File: src/rtl/acc_lim_pkg.sv
package acc_lim_pkg;

  // Scaling mode encoding as seen on scale_sel
  typedef enum logic [1:0] {
    SCL_NONE = 2'b00,
    SCL_DOWN = 2'b01,
    SCL_UP   = 2'b10,
    SCL_RSVD = 2'b11
  } scale_e;

  // Index of each mode inside the per-mode fit vector
  localparam int MODE_NONE = 0;
  localparam int MODE_DOWN = 1;
  localparam int MODE_UP   = 2;
  localparam int NUM_MODES = 3;

endpackage

File: src/rtl/acc_lim_window.sv
// Decides, for the active scaling mode, whether the signed integer portion
// of the accumulator holds more than a sign extension.
module acc_lim_window
  import acc_lim_pkg::*;
#(
  parameter int ACC_W  = 56,
  parameter int LONG_W = 48
) (
  input  logic [ACC_W-1:0] acc,
  input  logic [1:0]       scale,
  output logic             over
);

  logic [NUM_MODES-1:0] mixed;

  // Evaluate all three windows in parallel; the mode only picks a result.
  for (genvar m = 0; m < NUM_MODES; m++) begin : g_win
    localparam int LO = (m == MODE_NONE) ? LONG_W - 1 :
                        (m == MODE_DOWN) ? LONG_W     : LONG_W - 2;
    logic [ACC_W-1:LO] seg;
    assign seg      = acc[ACC_W-1:LO];
    assign mixed[m] = !((&seg) || !(|seg));
  end

  always_comb begin
    unique case (scale_e'(scale))
      SCL_DOWN: over = mixed[MODE_DOWN];
      SCL_UP:   over = mixed[MODE_UP];
      default:  over = mixed[MODE_NONE];
    endcase
  end

endmodule

File: src/rtl/acc_lim_select.sv
// Chooses between the saturation constant and the pass-through bits.
module acc_lim_select #(
  parameter int WORD_W = 24,
  parameter int LONG_W = 2 * WORD_W
) (
  input  logic [LONG_W-1:0] frac,
  input  logic              sign,
  input  logic              over,
  input  logic              long_sel,
  output logic [LONG_W-1:0] data
);

  localparam int PAD_W = LONG_W - WORD_W;

  logic [WORD_W-1:0] word_pass;
  logic [WORD_W-1:0] word_sat;
  logic [LONG_W-1:0] long_sat;

  assign word_pass = frac[LONG_W-1:PAD_W];
  assign word_sat  = sign ? {1'b1, {(WORD_W-1){1'b0}}}
                          : {1'b0, {(WORD_W-1){1'b1}}};
  assign long_sat  = sign ? {1'b1, {(LONG_W-1){1'b0}}}
                          : {1'b0, {(LONG_W-1){1'b1}}};

  always_comb begin
    if (long_sel) begin
      data = over ? long_sat : frac;
    end else begin
      data = {{PAD_W{1'b0}}, (over ? word_sat : word_pass)};
    end
  end

endmodule

File: src/rtl/acc_lim_reg.sv
// Output register stage: valid and flag every cycle, data on moves only.
module acc_lim_reg #(
  parameter int LONG_W = 48
) (
  input  logic              clk,
  input  logic              rst,
  input  logic              d_valid,
  input  logic [LONG_W-1:0] d_data,
  input  logic              d_lim,
  output logic              q_valid,
  output logic [LONG_W-1:0] q_data,
  output logic              q_lim
);

  always_ff @(posedge clk) begin
    if (rst) begin
      q_valid <= 1'b0;
      q_lim   <= 1'b0;
      q_data  <= '0;
    end else begin
      q_valid <= d_valid;
      q_lim   <= d_valid & d_lim;
      if (d_valid) begin
        q_data <= d_data;
      end
    end
  end

endmodule

File: src/rtl/acc_move_limiter.sv
module acc_move_limiter
  import acc_lim_pkg::*;
#(
  parameter int WORD_W = 24,
  parameter int EXT_W  = 8
) (
  input  logic                       clk,
  input  logic                       rst,
  input  logic                       mv_req,
  input  logic [2*WORD_W+EXT_W-1:0]  acc_in,
  input  logic [1:0]                 scale_sel,
  input  logic                       long_sel,
  output logic                       res_valid,
  output logic [2*WORD_W-1:0]        res_data,
  output logic                       sat_hit
);

  localparam int LONG_W = 2 * WORD_W;
  localparam int ACC_W  = LONG_W + EXT_W;

  logic              over;
  logic [LONG_W-1:0] sel_data;

  acc_lim_window #(.ACC_W(ACC_W), .LONG_W(LONG_W)) u_window (
    .acc   (acc_in),
    .scale (scale_sel),
    .over  (over)
  );

  acc_lim_select #(.WORD_W(WORD_W), .LONG_W(LONG_W)) u_select (
    .frac     (acc_in[LONG_W-1:0]),
    .sign     (acc_in[ACC_W-1]),
    .over     (over),
    .long_sel (long_sel),
    .data     (sel_data)
  );

  acc_lim_reg #(.LONG_W(LONG_W)) u_reg (
    .clk     (clk),
    .rst     (rst),
    .d_valid (mv_req),
    .d_data  (sel_data),
    .d_lim   (over),
    .q_valid (res_valid),
    .q_data  (res_data),
    .q_lim   (sat_hit)
  );

endmodule

File: config.mk
export PLATFORM = sky130hd
export DESIGN_NAME = acc_move_limiter
export DESIGN_NICKNAME = d
export VERILOG_FILES = /design/src/rtl/acc_lim_pkg.sv /design/src/rtl/acc_lim_window.sv /design/src/rtl/acc_lim_select.sv /design/src/rtl/acc_lim_reg.sv /design/src/rtl/acc_move_limiter.sv
export SDC_FILE = /design/constraint.sdc
export NUM_CORES = 1
export LEC_CHECK = 0
export ABC_CLOCK_PERIOD_IN_PS = 1900
export CAP_MARGIN = 10
export CORE_MARGIN = 4
export CORE_UTILIZATION = 34
export CTS_CLUSTER_DIAMETER = 30
export DETAILED_ROUTE_END_ITERATION = 6
export GPL_ROUTABILITY_DRIVEN = 0
export GPL_TIMING_DRIVEN = 0
export HOLD_SLACK_MARGIN = 0.05
export PLACE_DENSITY = 0.75
export SLEW_MARGIN = 15
export SYNTH_ARGS = -nofsm -noshare
export SYNTH_HDL_FRONTEND = slang
export SYNTH_SLANG_ARGS = --single-unit
export TNS_END_PERCENT = 50
File: constraint.sdc
create_clock -name clk -period 1.9 [get_ports clk]
set_input_delay 0.38 -clock clk [delete_from_list [all_inputs] [get_ports clk]]
set_output_delay 0.38 -clock clk [all_outputs]
set_load 0.02 [all_outputs]
* After elaboration in Yosys (flattened, before gate mapping) *
Index checks and enable logic that the tools add are counted.

storage, ports and cells
  memory bits (read-only) = 0
  latch bits = 0
  RAM bits = 0
  flip-flop bits (word level) = 50
  memories = 0

cells by class
  reduce and logical (&&, ||, !) cells = 15
  order comparisons = 0
  $add $sub $neg = 0
  bitwise operators = 1
  multiplexer cells = 6
  divide/modulo/power cells = 0
  equal/unequal tests = 2
  $mul = 0
  shift-type cells = 0

operators by type and width
  kind                                            count
  two-way mux 48 bit                              3
  two-way mux 24 bit                              2
  AND reduction 10 bit                            1
  OR reduction 10 bit                             1
  AND reduction 9 bit                             1
  OR reduction 9 bit                              1
  AND reduction 8 bit                             1
  OR reduction 8 bit                              1
  zero test 1 bit                                 6
  logical OR 1 bit                                3
  == test 2 x 1 -> 1 bit (second input constant)  1
  == test 2 bit (second input constant)           1
  one-hot mux 1 bit (2 select lines)              1
  bitwise AND 1 bit                               1

* Logic depth before layout (Yosys ltp) *
Gate-level depths: netlist of the first run.

  word-level depth = 7
  depth in mapped cells = 9
  depth with buffers taken out = 7

* Hierarchy *
From an unflattened synthesis of the first run, not the netlist that was laid out.

second synthesis, totals
  cell total of the unflattened synthesis = 294
  area, all modules = 2610.0 um^2

by module, submodules not included
  module          seq. area each (um^2)  instances  cells each  area each (um^2)
  acc_lim_reg     1001.0                 1          159         1765.4
  acc_lim_select  0.0                    1          117         718.2
  acc_lim_window  0.0                    1          18          126.4

* Least setup slack after synthesis of the first run *
Ideal clock, no wire load.

  kind = input port to flip-flop
  start point = input port acc_in[52]
  end point = register u_reg.q_data[28]
  setup time = 0.122 ns
  path buffers = 1
  arrival = 1.942 ns
  slack = -0.164 ns
  stages = 7
  required time = 1.778 ns
  cells stage by stage = nor4_1 -> a21boi_1 -> a221o_1 -> nand2_2 -> nor3_1 -> buf_2 -> a221o_1

on the way
  cells in the longest elaborated chain, start to end = 7
  elaborated cells on any way between the ends = 18
  those cells by class = mux (3); reduce/logical (15)

ends and longest elaborated chain
  item                                         RTL line                RTL
  start: declaration                           acc_move_limiter.sv:10  input logic [2*WORD_W+EXT_W-1:0] acc_in,
  OR reduction 10 bit (tied with other cells)  acc_lim_window.sv:22    assign mixed[m] = !((&seg) || !(|seg));
  zero test 1 bit                              acc_lim_window.sv:22
  logical OR 1 bit                             acc_lim_window.sv:22
  zero test 1 bit                              acc_lim_window.sv:22
  one-hot mux 1 bit (2 select lines) *         acc_lim_window.sv:26    unique case (scale_e'(scale))
  two-way mux 48 bit *                         acc_lim_select.sv:27    data = over ? long_sat : frac;
  two-way mux 48 bit *                         acc_lim_select.sv:26    if (long_sel) begin
  end signal: assignment                       acc_lim_reg.sv:24       q_data <= d_data;
  end: declaration                             acc_lim_reg.sv:11       output logic [LONG_W-1:0] q_data,

Mark *: on every way between the ends. The rest lies on a longest branch, timed or not.
A chain may end at the register's enable or synchronous reset.

* Worst setup path after layout of the first run *
  start point = input port acc_in[51]
  end point = register u_reg.q_data[16]

on the way
  cells in the longest elaborated chain, start to end = 7
  elaborated cells on any way between the ends = 19
  those cells by class = mux (4); reduce/logical (15)

ends and longest elaborated chain
  item                                                             RTL line
  OR reduction 10 bit (tied with other cells)                      acc_lim_window.sv:22
  zero test 1 bit                                                  acc_lim_window.sv:22
  logical OR 1 bit                                                 acc_lim_window.sv:22
  zero test 1 bit                                                  acc_lim_window.sv:22
  one-hot mux 1 bit (2 select lines) *                             acc_lim_window.sv:26
  two-way mux 24 bit / two-way mux 48 bit (equally long branches)  acc_lim_select.sv:29, acc_lim_select.sv:27
  two-way mux 48 bit *                                             acc_lim_select.sv:26

Marked as above.

==> flow_metrics.tcl, run 1 <==
set metrics [dict create \
    timing.reg2reg.worst_path_depth 3 \
    place_area_sq_um 3249 \
    dp_hpwl_um 4884 \
    synth_top_cell_by_area "dfxtp_1" \
    placed_cells 390 \
    synth-seq-cells 50 \
    final_cell_mix "99 x clkdlybuf4s50_1, 50 x dfxtp_1, 28 x nand2_1, 25 x a221o_1, 23 x a21oi_1" \
    nets 400 \
    grt_first_pass_wirelength_um 10830 \
    coreArea_sq_um 5608 \
    p_switching_mw 0.6704 \
    finalPower_mw 2.376 \
    cp.arrival_ns 2.18 \
    rows 27 \
    design_area_sq_um 3583 \
    cts_tree "done" \
    crit_family "compound AO/OA/AOI/OAI gates" \
    slowest_stage "a221o_1" \
    via_count 2192 \
    crit_start "acc_in[51]" \
    synthCells 207 \
    drtIter0Drc 142 \
    cts.sinks 50 \
    routedWlPerCell_um 17.20 \
    slew_headroom_pct 69.45 \
    p_sw_share_pct 28.21 \
    track_usage_pct 18.62 \
    fmax_ghz 0.5194 \
    worst_clock_skew_ns 0 \
    holdPathEnd "u_reg.q_data[46]" \
    fin_ws_ns -0.02531 \
    instances_no_fill 408 \
    reg2reg_to "u_reg.q_data[23]" \
    worst_pin_slew_ns 0.4583 \
    violations "setup timing" \
    hold_viol_final 0 \
    grt_antenna_before_repair 0 \
    diodes 0 \
    post_synth_num_cell_types 33 \
    synth_warnings 0 \
    cts_max_level 2 \
    worstHoldStart "acc_in[46]" \
    syn_area_sq_um 1993 \
    final_layout_size_suffix_gt1_share_pct 19.35 \
    crit_chain "buf_2 > nor4_4 > buf_4 > a21boi_4 > a221o_1 > a21oi_2 > buf_6 > clkbuf_16 > a22oi_1 > nand2_1" \
    start_util_pct 35.54 \
    worstSetupPathType "in -> reg" \
    synth_nets 271 \
    syn_avg_cell_area_sq_um 9.629 \
    irDropWorstVdd_uv 433.6 \
    r2r_setup_slack_ns 0.95 \
    status "finished, violations left" \
    r2r_start "u_reg.q_data[23]" \
    power_frac_seq_pct 49.0 \
    finalCritPeriodShare_pct 101.3 \
    cts_root_buf "clkbuf_8" \
    drt_pass1_iterations 4 \
    p_per_area_nw_per_um2 663.2 \
    grt_setup_unrepaired "true" \
    critPathLaunchType "primary input" \
    power_frac_comb_pct 25.6 \
    io_pins 112 \
    p_int_mw 1.706 \
    areaGrowthSynthToFinish_pct 79.79 \
    holdPathStages 2 \
    clock_path_buffers 2 \
    synth_top_area_share_pct 50.22 \
    cap_violations 0 \
    final_common_cell "clkdlybuf4s50_1" \
    p_clk_share_pct 25.4 \
    setup_viol 3 \
    grt_max_degree 16 \
    cts_buffers 5 \
    hp-class "in -> reg" \
    routed_wl_um 7016 \
    critPathCaptureType "flip-flop" \
    yosysSeqAreaShare_pct 50.22 \
    die_y_um 84.57 \
    portBuffers 111 \
    grt_pass1_vias 2227 \
    path_clk_slew_ns 0.10 \
    crit_buf_inv 4 \
    cp_max_fo 6 \
    slowest_delay_ns 0.41 \
    drv_slew 0 \
    required_ns 2.15 \
    synthTopCellsByArea "dfxtp_1 50%, a221o_1 13%, a22oi_1 8.3%" \
    final_antenna_net_count 0 \
    drc_errors 0 \
    worstSkewPairLatency_ns 0.29 \
    min_period_ns 1.925 \
    preCtsSetupSlack_ns -0.9428 \
    die_w_um 84.57 \
    via_per_inst 5.373 \
    grt.overflow.total 0 \
    p_leak_nw 1.445 \
    die_area_sq_um 7151 \
]
## stage by stage
step | setup TNS, ns | hold WS (ns) | util [%]
after global placement | -41.49 | 0.4386 | 57.94
after CTS | 0 | 0.4672 | 61.38
after global routing | -1.566 | 0.4185 | 63.90
after detailed placement | -43.08 | 0.4473 | 57.94
after floorplan | -0.3098 | 0.4775 | -
final | -0.02768 | 0.4026 | 63.90
## final cells by class
class | count | area, sq um
Inverter | 4 | 15.01
Clock inverter | 2 | 15.01
Multi-Input combinational cell | 136 | 1036
Buffer | 16 | 131.4
Timing Repair Buffer | 123 | 1226
Clock buffer | 5 | 68.82
Sequential cell | 50 | 1001
Tap cell | 72 | 90.09
Fill cell | 476 | 2024
## cells in the mapped netlist (all sizes together)
cell type   n
a211o       1
a211oi      1
a21boi      1
a21oi      24
a221o      25
a221oi      1
a22oi      22
and3        1
buf         8
clkbuf      9
dfxtp      50
ha          2
inv         4
mux2i       1
nand2      30
nand2b      2
nand3       2
nand4       4
nor2        4
nor2b       2
nor3        1
nor4        2
nor4b       1
o2111ai     1
o211a       1
o21ai       3
o22a        1
o22ai       1
o31a        1
or2         1
## metal layers
| metal | GRT usage (%) | wire, um |
|---|---|---|
| met2 | 31.17 | 3338 |
| met3 | 6.183 | 587 |
| met5 | 0 | 0 |
| met4 | 7.338 | 187 |
| met1 | 21.93 | 2903 |
## power groups by stage
stage	combinational (mW)	clock, mW	sequential, mW
after global routing	0.645	0.659	1.17
after floorplan	0.138	0	1.28
after detailed placement	0.562	0	1.19
final	0.608	0.604	1.16
after global placement	0.556	0	1.18
after CTS	0.585	0.616	1.16
## sequential cells by signal, summed over array words and instances (netlist names)
register,count
u_reg.q_data,48
u_reg.q_valid,1
u_reg.q_lim,1
## repair_timing
action	CTS	global route
buffers inserted	4	4
cloned	2	2
setup endpoints to repair	49	48
hold buffers	0	0
pin swaps	12	32
resized for setup	60	35
## cell families (layout without fill, tap and decap cells)
family / after synthesis / in the layout / synth area share, %
compound gates: 83 / 83 / 31.58
fa+ha+maj: 2 / 2 / 1.255
flops: 50 / 50 / 50.22
mux: 1 / 1 / 0.5022
buf+inv: 21 / 150 / 4.959
simple gates: 50 / 50 / 11.49
## worst max-delay path by stage
stage                            end  slack (ns)  depth (start not counted)
floorplan           u_reg.q_data[23]       -0.02                          8
detailed placement   u_reg.q_data[5]       -0.94                         10
global route        u_reg.q_data[16]       -0.06                         10
global placement     u_reg.q_data[8]       -0.90                         10
CTS                 u_reg.q_data[29]       0.009                          8
finish              u_reg.q_data[16]       -0.03                         10
Note: power is estimated with default switching activity, not from simulation.
==> run 2: changes to the inputs <==
ABC_AREA = 0   (was not set)
==> results of run 2 <==
No change in the layout: final DEF, timing and power equal those of run 1.
==> run 3: changes to the inputs <==
GPL_ROUTABILITY_DRIVEN = not set   (was 0)
==> results of run 3 <==
No change in the layout: final DEF, timing and power equal those of run 1.
